## src/rtl/arb_pkg.sv

```systemverilog
package arb_pkg;

  // Width of an index able to address n masters (at least one bit).
  function automatic int idx_width(input int n);
    return (n <= 2) ? 1 : $clog2(n);
  endfunction

endpackage

```

## src/rtl/arb_prio_encoder.sv

```systemverilog
module arb_prio_encoder #(
  parameter int NUM_MASTERS = 8,
  localparam int IDX_W = arb_pkg::idx_width(NUM_MASTERS)
) (
  input  logic                   clk,
  input  logic                   rst_n,
  input  logic [NUM_MASTERS-1:0] req,
  output logic [IDX_W-1:0]       win_idx,
  output logic                   win_valid
);

  // Scan from the top so the lowest requesting index is written last.
  always_comb begin
    win_idx = '0;
    for (int i = NUM_MASTERS - 1; i >= 0; i--) begin
      if (req[i]) win_idx = IDX_W'(i);
    end
  end

  assign win_valid = |req;

  AST_ENC_LOWEST_WINS: assert property (@(posedge clk) disable iff (!rst_n)
    win_valid |-> (req[win_idx] && ((req & ((NUM_MASTERS'(1) << win_idx) - NUM_MASTERS'(1))) == '0)));

endmodule

```

## src/rtl/arb_grant_decoder.sv

```systemverilog
module arb_grant_decoder #(
  parameter int NUM_MASTERS = 8,
  localparam int IDX_W = arb_pkg::idx_width(NUM_MASTERS)
) (
  input  logic [IDX_W-1:0]       sel_idx,
  input  logic                   sel_en,
  output logic [NUM_MASTERS-1:0] onehot
);

  for (genvar g = 0; g < NUM_MASTERS; g++) begin : g_line
    assign onehot[g] = sel_en && (sel_idx == IDX_W'(g));
  end

  always_comb begin
    if (sel_en) AST_DEC_ONEHOT: assert ($onehot(onehot));
  end

endmodule

```

## src/rtl/arb_grant_ctrl.sv

```systemverilog
module arb_grant_ctrl #(
  parameter int NUM_MASTERS = 8
) (
  input  logic                   clk,
  input  logic                   rst_n,
  input  logic [NUM_MASTERS-1:0] req,
  input  logic                   bus_busy_in,
  input  logic                   win_valid,
  input  logic [NUM_MASTERS-1:0] dec_onehot,
  output logic                   launch,
  output logic [NUM_MASTERS-1:0] gnt_q
);

  logic                   holder_active;
  logic                   idle;
  logic [NUM_MASTERS-1:0] gnt_d;
  logic                   gnt_en;

  // Next-state logic
  always_comb begin
    holder_active = |(gnt_q & req);
    idle          = (gnt_q == '0);
    launch        = idle && !bus_busy_in && win_valid;
    if (holder_active)  gnt_d = gnt_q;
    else if (launch)    gnt_d = dec_onehot;
    else                gnt_d = '0;
    gnt_en = (gnt_d != gnt_q);
  end

  // State register
  always_ff @(posedge clk or negedge rst_n) begin
    if (!rst_n)      gnt_q <= '0;
    else if (gnt_en) gnt_q <= gnt_d;
  end

  AST_GNT_ONEHOT0: assert property (@(posedge clk) disable iff (!rst_n)
    $onehot0(gnt_q));
  AST_HOLD_KEEPS: assert property (@(posedge clk) disable iff (!rst_n)
    ((gnt_q & req) != '0) |=> (gnt_q == $past(gnt_q)));
  AST_RELEASE_CLEARS: assert property (@(posedge clk) disable iff (!rst_n)
    ((gnt_q != '0) && ((gnt_q & req) == '0)) |=> (gnt_q == '0));
  AST_NO_GNT_WHEN_BUSY: assert property (@(posedge clk) disable iff (!rst_n)
    ((gnt_q == '0) && bus_busy_in) |=> (gnt_q == '0));
  AST_NEW_GNT_REQUESTED: assert property (@(posedge clk) disable iff (!rst_n)
    ((gnt_q == '0) && (req == '0)) |=> (gnt_q == '0));

endmodule

```

## src/rtl/fixed_prio_arbiter.sv

```systemverilog
module fixed_prio_arbiter #(
  parameter int NUM_MASTERS = 8,
  localparam int IDX_W = arb_pkg::idx_width(NUM_MASTERS)
) (
  input  logic                   clk,
  input  logic                   rst_n,
  input  logic [NUM_MASTERS-1:0] req,
  input  logic                   bus_busy_in,
  output logic [NUM_MASTERS-1:0] gnt,
  output logic                   bus_busy_out
);

  logic [IDX_W-1:0]       win_idx;
  logic                   win_valid;
  logic                   launch;
  logic [NUM_MASTERS-1:0] dec_onehot;
  logic [NUM_MASTERS-1:0] gnt_q;

  arb_prio_encoder #(.NUM_MASTERS(NUM_MASTERS)) u_enc (
    .clk       (clk),
    .rst_n     (rst_n),
    .req       (req),
    .win_idx   (win_idx),
    .win_valid (win_valid)
  );

  arb_grant_decoder #(.NUM_MASTERS(NUM_MASTERS)) u_dec (
    .sel_idx (win_idx),
    .sel_en  (launch),
    .onehot  (dec_onehot)
  );

  arb_grant_ctrl #(.NUM_MASTERS(NUM_MASTERS)) u_ctrl (
    .clk         (clk),
    .rst_n       (rst_n),
    .req         (req),
    .bus_busy_in (bus_busy_in),
    .win_valid   (win_valid),
    .dec_onehot  (dec_onehot),
    .launch      (launch),
    .gnt_q       (gnt_q)
  );

  assign gnt          = gnt_q;
  assign bus_busy_out = |gnt_q;

  AST_BUSY_ROSE_IDLE: assert property (@(posedge clk) disable iff (!rst_n)
    $rose(bus_busy_out) |-> $past(!bus_busy_in));
  AST_BUSY_FALL_RELEASE: assert property (@(posedge clk) disable iff (!rst_n)
    $fell(bus_busy_out) |-> (($past(gnt) & $past(req)) == '0));
  AST_HOLD_IGNORES_BUSY: assert property (@(posedge clk) disable iff (!rst_n)
    (bus_busy_out && ((gnt & req) != '0) && bus_busy_in) |=> $stable(gnt));

endmodule

```

## config.mk

```make
export PLATFORM = sky130hd
export DESIGN_NAME = fixed_prio_arbiter
export DESIGN_NICKNAME = d
export VERILOG_FILES = /design/src/rtl/arb_pkg.sv /design/src/rtl/arb_prio_encoder.sv /design/src/rtl/arb_grant_decoder.sv /design/src/rtl/arb_grant_ctrl.sv /design/src/rtl/fixed_prio_arbiter.sv
export SDC_FILE = /design/constraint.sdc
export NUM_CORES = 1
export LEC_CHECK = 0
export ABC_CLOCK_PERIOD_IN_PS = 2300
export BUFFER_PORTS_ARGS = -buffer_cell sky130_fd_sc_hd__clkbuf_2
export CORE_AREA = 8 8 45 47
export DETAILED_ROUTE_END_ITERATION = 8
export DIE_AREA = 0 0 53 55
export PLACE_DENSITY = 0.68
export RECOVER_POWER = 25
export SYNTH_ARGS = -nofsm -noshare
export SYNTH_HDL_FRONTEND = slang
export SYNTH_HIERARCHICAL = 1
export SYNTH_SLANG_ARGS = --single-unit
```

## constraint.sdc

```tcl
create_clock -name clk -period 2.3 [get_ports clk]
set_input_delay 0.23 -clock clk [delete_from_list [all_inputs] [get_ports clk]]
set_output_delay 0.23 -clock clk [all_outputs]
set_load 0.005 [all_outputs]
```

Word-level counts from Yosys, hierarchy flattened
Index checks and enable logic that the tools add are counted.
Widths: inputs -> output; s select.
- bits in registers: 8
- input port bits: 11
- output and inout port bits: 9
- logic and storage cells: 36
- equality and inequality tests: 8
- muxes and demuxes: 10
- bitwise gates (word level): 1
- reductions and logical operators: 16
- operators with widths (operator ; count):
    $mux 3 ; 8
    $reduce_or 8->1 ; 3
    $mux 8 ; 2
    $eq 3x3->1 const B ; 4
    $logic_and 1x1->1 ; 10
    $and 8x8->8 ; 1
    $logic_not 8->1 ; 1
    $ne 8x8->1 ; 1
    $eq 3x2->1 const B ; 2
    $eq 3x1->1 const B ; 1
    $logic_not 3->1 ; 1
    $logic_not 1->1 ; 1

Longest topological paths before layout
- depth in word-level cells: 13
- mapped depth: 6
- mapped depth without buffers: 6

Cells and area by module
The synthesis kept the hierarchy.
- modules (own cells, without submodules) (module ; times used ; cells an instance ; area an instance (um2) ; seq. area each (um2)):
    arb_grant_ctrl ; 1 ; 24 ; 349.1 ; 200.2
    arb_grant_decoder ; 1 ; 8 ; 96.3 ; 0.0
    arb_prio_encoder ; 1 ; 13 ; 81.3 ; 0.0
    fixed_prio_arbiter ; 1 ; 3 ; 16.3 ; 0.0

Worst setup path after synthesis
OpenSTA, ideal clock, no wires.
- path type: reg-to-reg
- start point: register u_ctrl.gnt_q[7]
- end point: register u_ctrl.gnt_q[0]
- setup time: 0.066 ns
- arrival time: 1.848 ns
- required time: 2.234 ns
- path slack: 0.385 ns
- cell stages (with the launch flop): 5
- buffers on the path: 0
- clock period less this slack: 1.915 ns
- path through: dfrtp_1 or4b_4 nor4_4 nor4b_2 a22o_1
- word-level cells in the longest chain between the ends: 7
- elaborated cells between the ends (all ways): 16
- classes of those cells: eq/ne: 1; mux: 2; bitwise: 1; reduce/logical: 12
- ends and longest elaborated chain (element ; line ; source):
    start: declaration ; arb_grant_ctrl.sv:11 ; output logic [NUM_MASTERS-1:0] gnt_q
    start signal: assignment ; arb_grant_ctrl.sv:33 ; else if (gnt_en) gnt_q <= gnt_d;
    $logic_not 8->1 (*) ; arb_grant_ctrl.sv:22 ; idle = (gnt_q == '0);
    $logic_and 1x1->1 (*) (2 in a row) ; arb_grant_ctrl.sv:23 ; launch = idle && !bus_busy_in && win_valid;
    net launch ; fixed_prio_arbiter.sv:15 ; logic launch;
    $logic_and 1x1->1 (*) ; arb_grant_decoder.sv:11 ; assign onehot[g] = sel_en && (sel_idx == IDX_W'(g));
    net dec_onehot[0] ; fixed_prio_arbiter.sv:16 ; logic [NUM_MASTERS-1:0] dec_onehot;
    $mux 8 (*) ; arb_grant_ctrl.sv:25 ; else if (launch) gnt_d = dec_onehot;
    $mux 8 (*) ; arb_grant_ctrl.sv:24 ; if (holder_active) gnt_d = gnt_q;
    $ne 8x8->1 ; arb_grant_ctrl.sv:27 ; gnt_en = (gnt_d != gnt_q);
Mark *: on every way through the listed nets, which the timed path passes. The rest lies on a longest branch.
A chain may end at the register's enable or synchronous reset.

Final worst setup path
Same ends and word-level chain as after synthesis.

==> results by group <==
Synthesis
  – Top cell type's share of synthesized area: 36.87%
  – Leading post-synthesis cells by cell area: dfrtp_1, a22o_1, and4bb_2
  – Synth unique cells: 24
  – Sequential share of the synthesized area: 36.87%
  – Main synth FF type: dfrtp_1
  – Syn Nets: 59
  – Cell count after synthesis: 48
  – Synth Cell Area: 543.0 um^2
  – Yosys top cell by area: dfrtp_1
  – Mean Syn Cell Area: 11.31 um^2
  – Syn. warnings: 6
  – Async set-reset flop share out of synthesis: 100.0%
  – Seq cells post-synth: 8
  – Post-synth EDFFs: 0

Global route
  – Largest net degree at the start of global routing: 17
  – Vias in the first global route: 572
  – Antenna violations before repair: 0
  – First-pass GRT wire length: 2.497 mm
  – GRT Resource Usage Total: 11.26%
  – Gr ovfl total: 0

Clocking
  – CTS buffer count: 3
  – CTS tree: built
  – TritonCTS Sinks: 8
  – Latest clock arrival within the worst-skew pair: 240 ps
  – H-Tree Depth: 1
  – CTS max path bufs: 2
  – Clk root buf: clkbuf_4
  – Clk slew on worst S/H paths: 50 ps

Worst setup path
  – Worst Setup End Kind: flip-flop
  – R2R setup slack: 450 ps
  – CP arrival: 2040 ps
  – Critical path class: flip-flop to flip-flop
  – Worst r2r dst: u_ctrl/gnt_q[0]
  – WP data required: 2480 ps
  – Maximum fanout along the worst path: 16
  – FF-to-FF path depth: 5
  – Critical path startpoint category: flip-flop
  – FF-to-FF Start: u_ctrl/gnt_q[7]

Finish
  – Fillers: 142
  – Antenna cells: 0
  – Nets: 87
  – Most frequent cells in the layout: clkbuf_2, a22o_1, dfrtp_1
  – Proportion of layout cells with a drive suffix above 1: 47.30%
  – Commonest non-fill, non-tap cell in the layout: clkbuf_2
  – Area taken by multi-input logic gates: 339.1 um^2
  – Layout area overhead: 31.11%
  – FF/Latch Area: 200.2 um^2
  – Post-Layout Inst Area: 711.9 um^2
  – Register with the most flip-flops: u_ctrl/gnt_q
  – Top Registers: u_ctrl/gnt_q: 8 flops
  – Max reg flops: 8
  – Fin util: 51.45%

Timing
  – Slew HR: 69.81%
  – Setup_tns: 0 ps
  – Hold Violations, Final: 0
  – Worst-margin pin slew: 452.9 ps
  – RSZ-0062 raised after global routing: false
  – Fmax: 540.2 MHz
  – Min cycle time layout: 1851 ps
  – Fin. max-slew vios: 0
  – Final Setup Violations: 0
  – Tcrit/Tclk final: 80.49%
  – Final Skew: 1.036 ps

Power and ir drop
  – Peak supply drop: 0.2743 mV
  – Power Dens Cells: 467.3 nW/um^2
  – Power Total: 0.3327 mW
  – Static Leak: 0.3489 nW

Floorplan
  – Starting Density: 39.24%
  – Core Box Area: 1384 um^2
  – I/O Pins: 20
  – Die X: 53 um
  – FP Rows: 14
  – Die Area: 2915 um^2
  – Die H: 55 um

Drt
  – DRC viols: 0
  – WL final: 1.502 mm
  – ANT nets after route: 0
  – DR WL/cell: 16.69 um
  – Vias: 533
  – First-pass detailed-route iteration total: 4
  – Vias/cell: 5.922
  – Initial DRC count: 6

Place
  – Placed Area: 680.7 um^2
  – Quantity of I/O buffers inserted on ports: 19
  – RePlAce Congestion: 0.8249
  – DPL Wire Length: 1.144 mm

Outcome
  – Outcome: complete, no violations

Flow run
  – Max cap viols: 0

Hold path
  – Min-Delay Path Class: primary input to async pin
-- routing by layer --
| layer | global-route usage (%) | share of wire, % | vias up |
|---|---|---|---|
| met5 | 0 | 0 | - |
| met4 | 5.172 | 0.67 | 0 |
| met3 | 2.941 | 7.7 | 2 |
| met2 | 18.16 | 43 | 14 |
| met1 | 13.73 | 48 | 253 |
| li1 | - | - | 264 |
-- worst max-delay path: stages (launching register included) --
cell	delay, ps
dfrtp_1	420
or4b_4	570
nor4_4	210
buf_4	230
nor4b_2	200
a22o_1	160
-- layout make-up --
type / count / area share, %
repair buffers: 23 / 17.75
clock buffers: 3 / 3.163
inverters: 1 / 0.5272
well taps: 16 / 2.812
flip-flops and latches: 8 / 28.12
multi-input cells: 39 / 47.63
-- how the worst max path moves through the flow --
stage	from	to	cells after the start	slack (ps)
6_report	u_ctrl/gnt_q[7]	u_ctrl/gnt_q[0]	5	450
5_1_grt	u_ctrl/gnt_q[7]	u_ctrl/gnt_q[0]	5	370
4_1_cts	u_ctrl/gnt_q[7]	u_ctrl/gnt_q[0]	5	440
3_5_place_dp	u_ctrl/gnt_q[7]	u_ctrl/gnt_q[0]	5	460
3_3_place_gp	u_ctrl/gnt_q[7]	u_ctrl/gnt_q[0]	5	470
2_1_floorplan	u_ctrl/gnt_q[7]	u_ctrl/gnt_q[0]	4	390
-- cells in the mapped netlist (2+ instances only) --
cell type and number:
and4b_2 3, a22o_1 8, and4bb_2 3, nor2_1 3
a22oi_1 4, nor4_1 2, dfrtp_1 8
-- repair_timing --
item	in CTS	in global routing
resized for setup	0	0
hold buffers	1	0
setup buffers	0	0
hold endpoints to repair	8	0
-- logic make-up (layout without fill, tap and decap cells) --
| group | count (synthesis) | count (layout) | share of synthesized area (%) |
|---|---|---|---|
| and+or+nand+nor | 22 | 22 | 37.79 |
| buffers and inverters | 1 | 27 | 0.6906 |
| DFF | 8 | 8 | 36.87 |
| AOI/OAI and AO/OA | 17 | 17 | 24.65 |
-- power by group --
group          leakage (nW)  switching [mW]  internal [mW]
clock network        0.0138          0.0438         0.0595
registers             0.111         0.00479          0.144
logic                 0.224          0.0430         0.0375
-- through the flow --
stage,hold WS (ps),std cells,setup slack [ps]
final,437.2,90,448.7
after global routing,478.8,90,371.2
after CTS,358.0,90,444.4
after detailed placement,89.05,86,462.6
after global placement,85.45,86,468.7
after floorplan,-65.59,48,385.4
(Power assumes the default switching activity.)
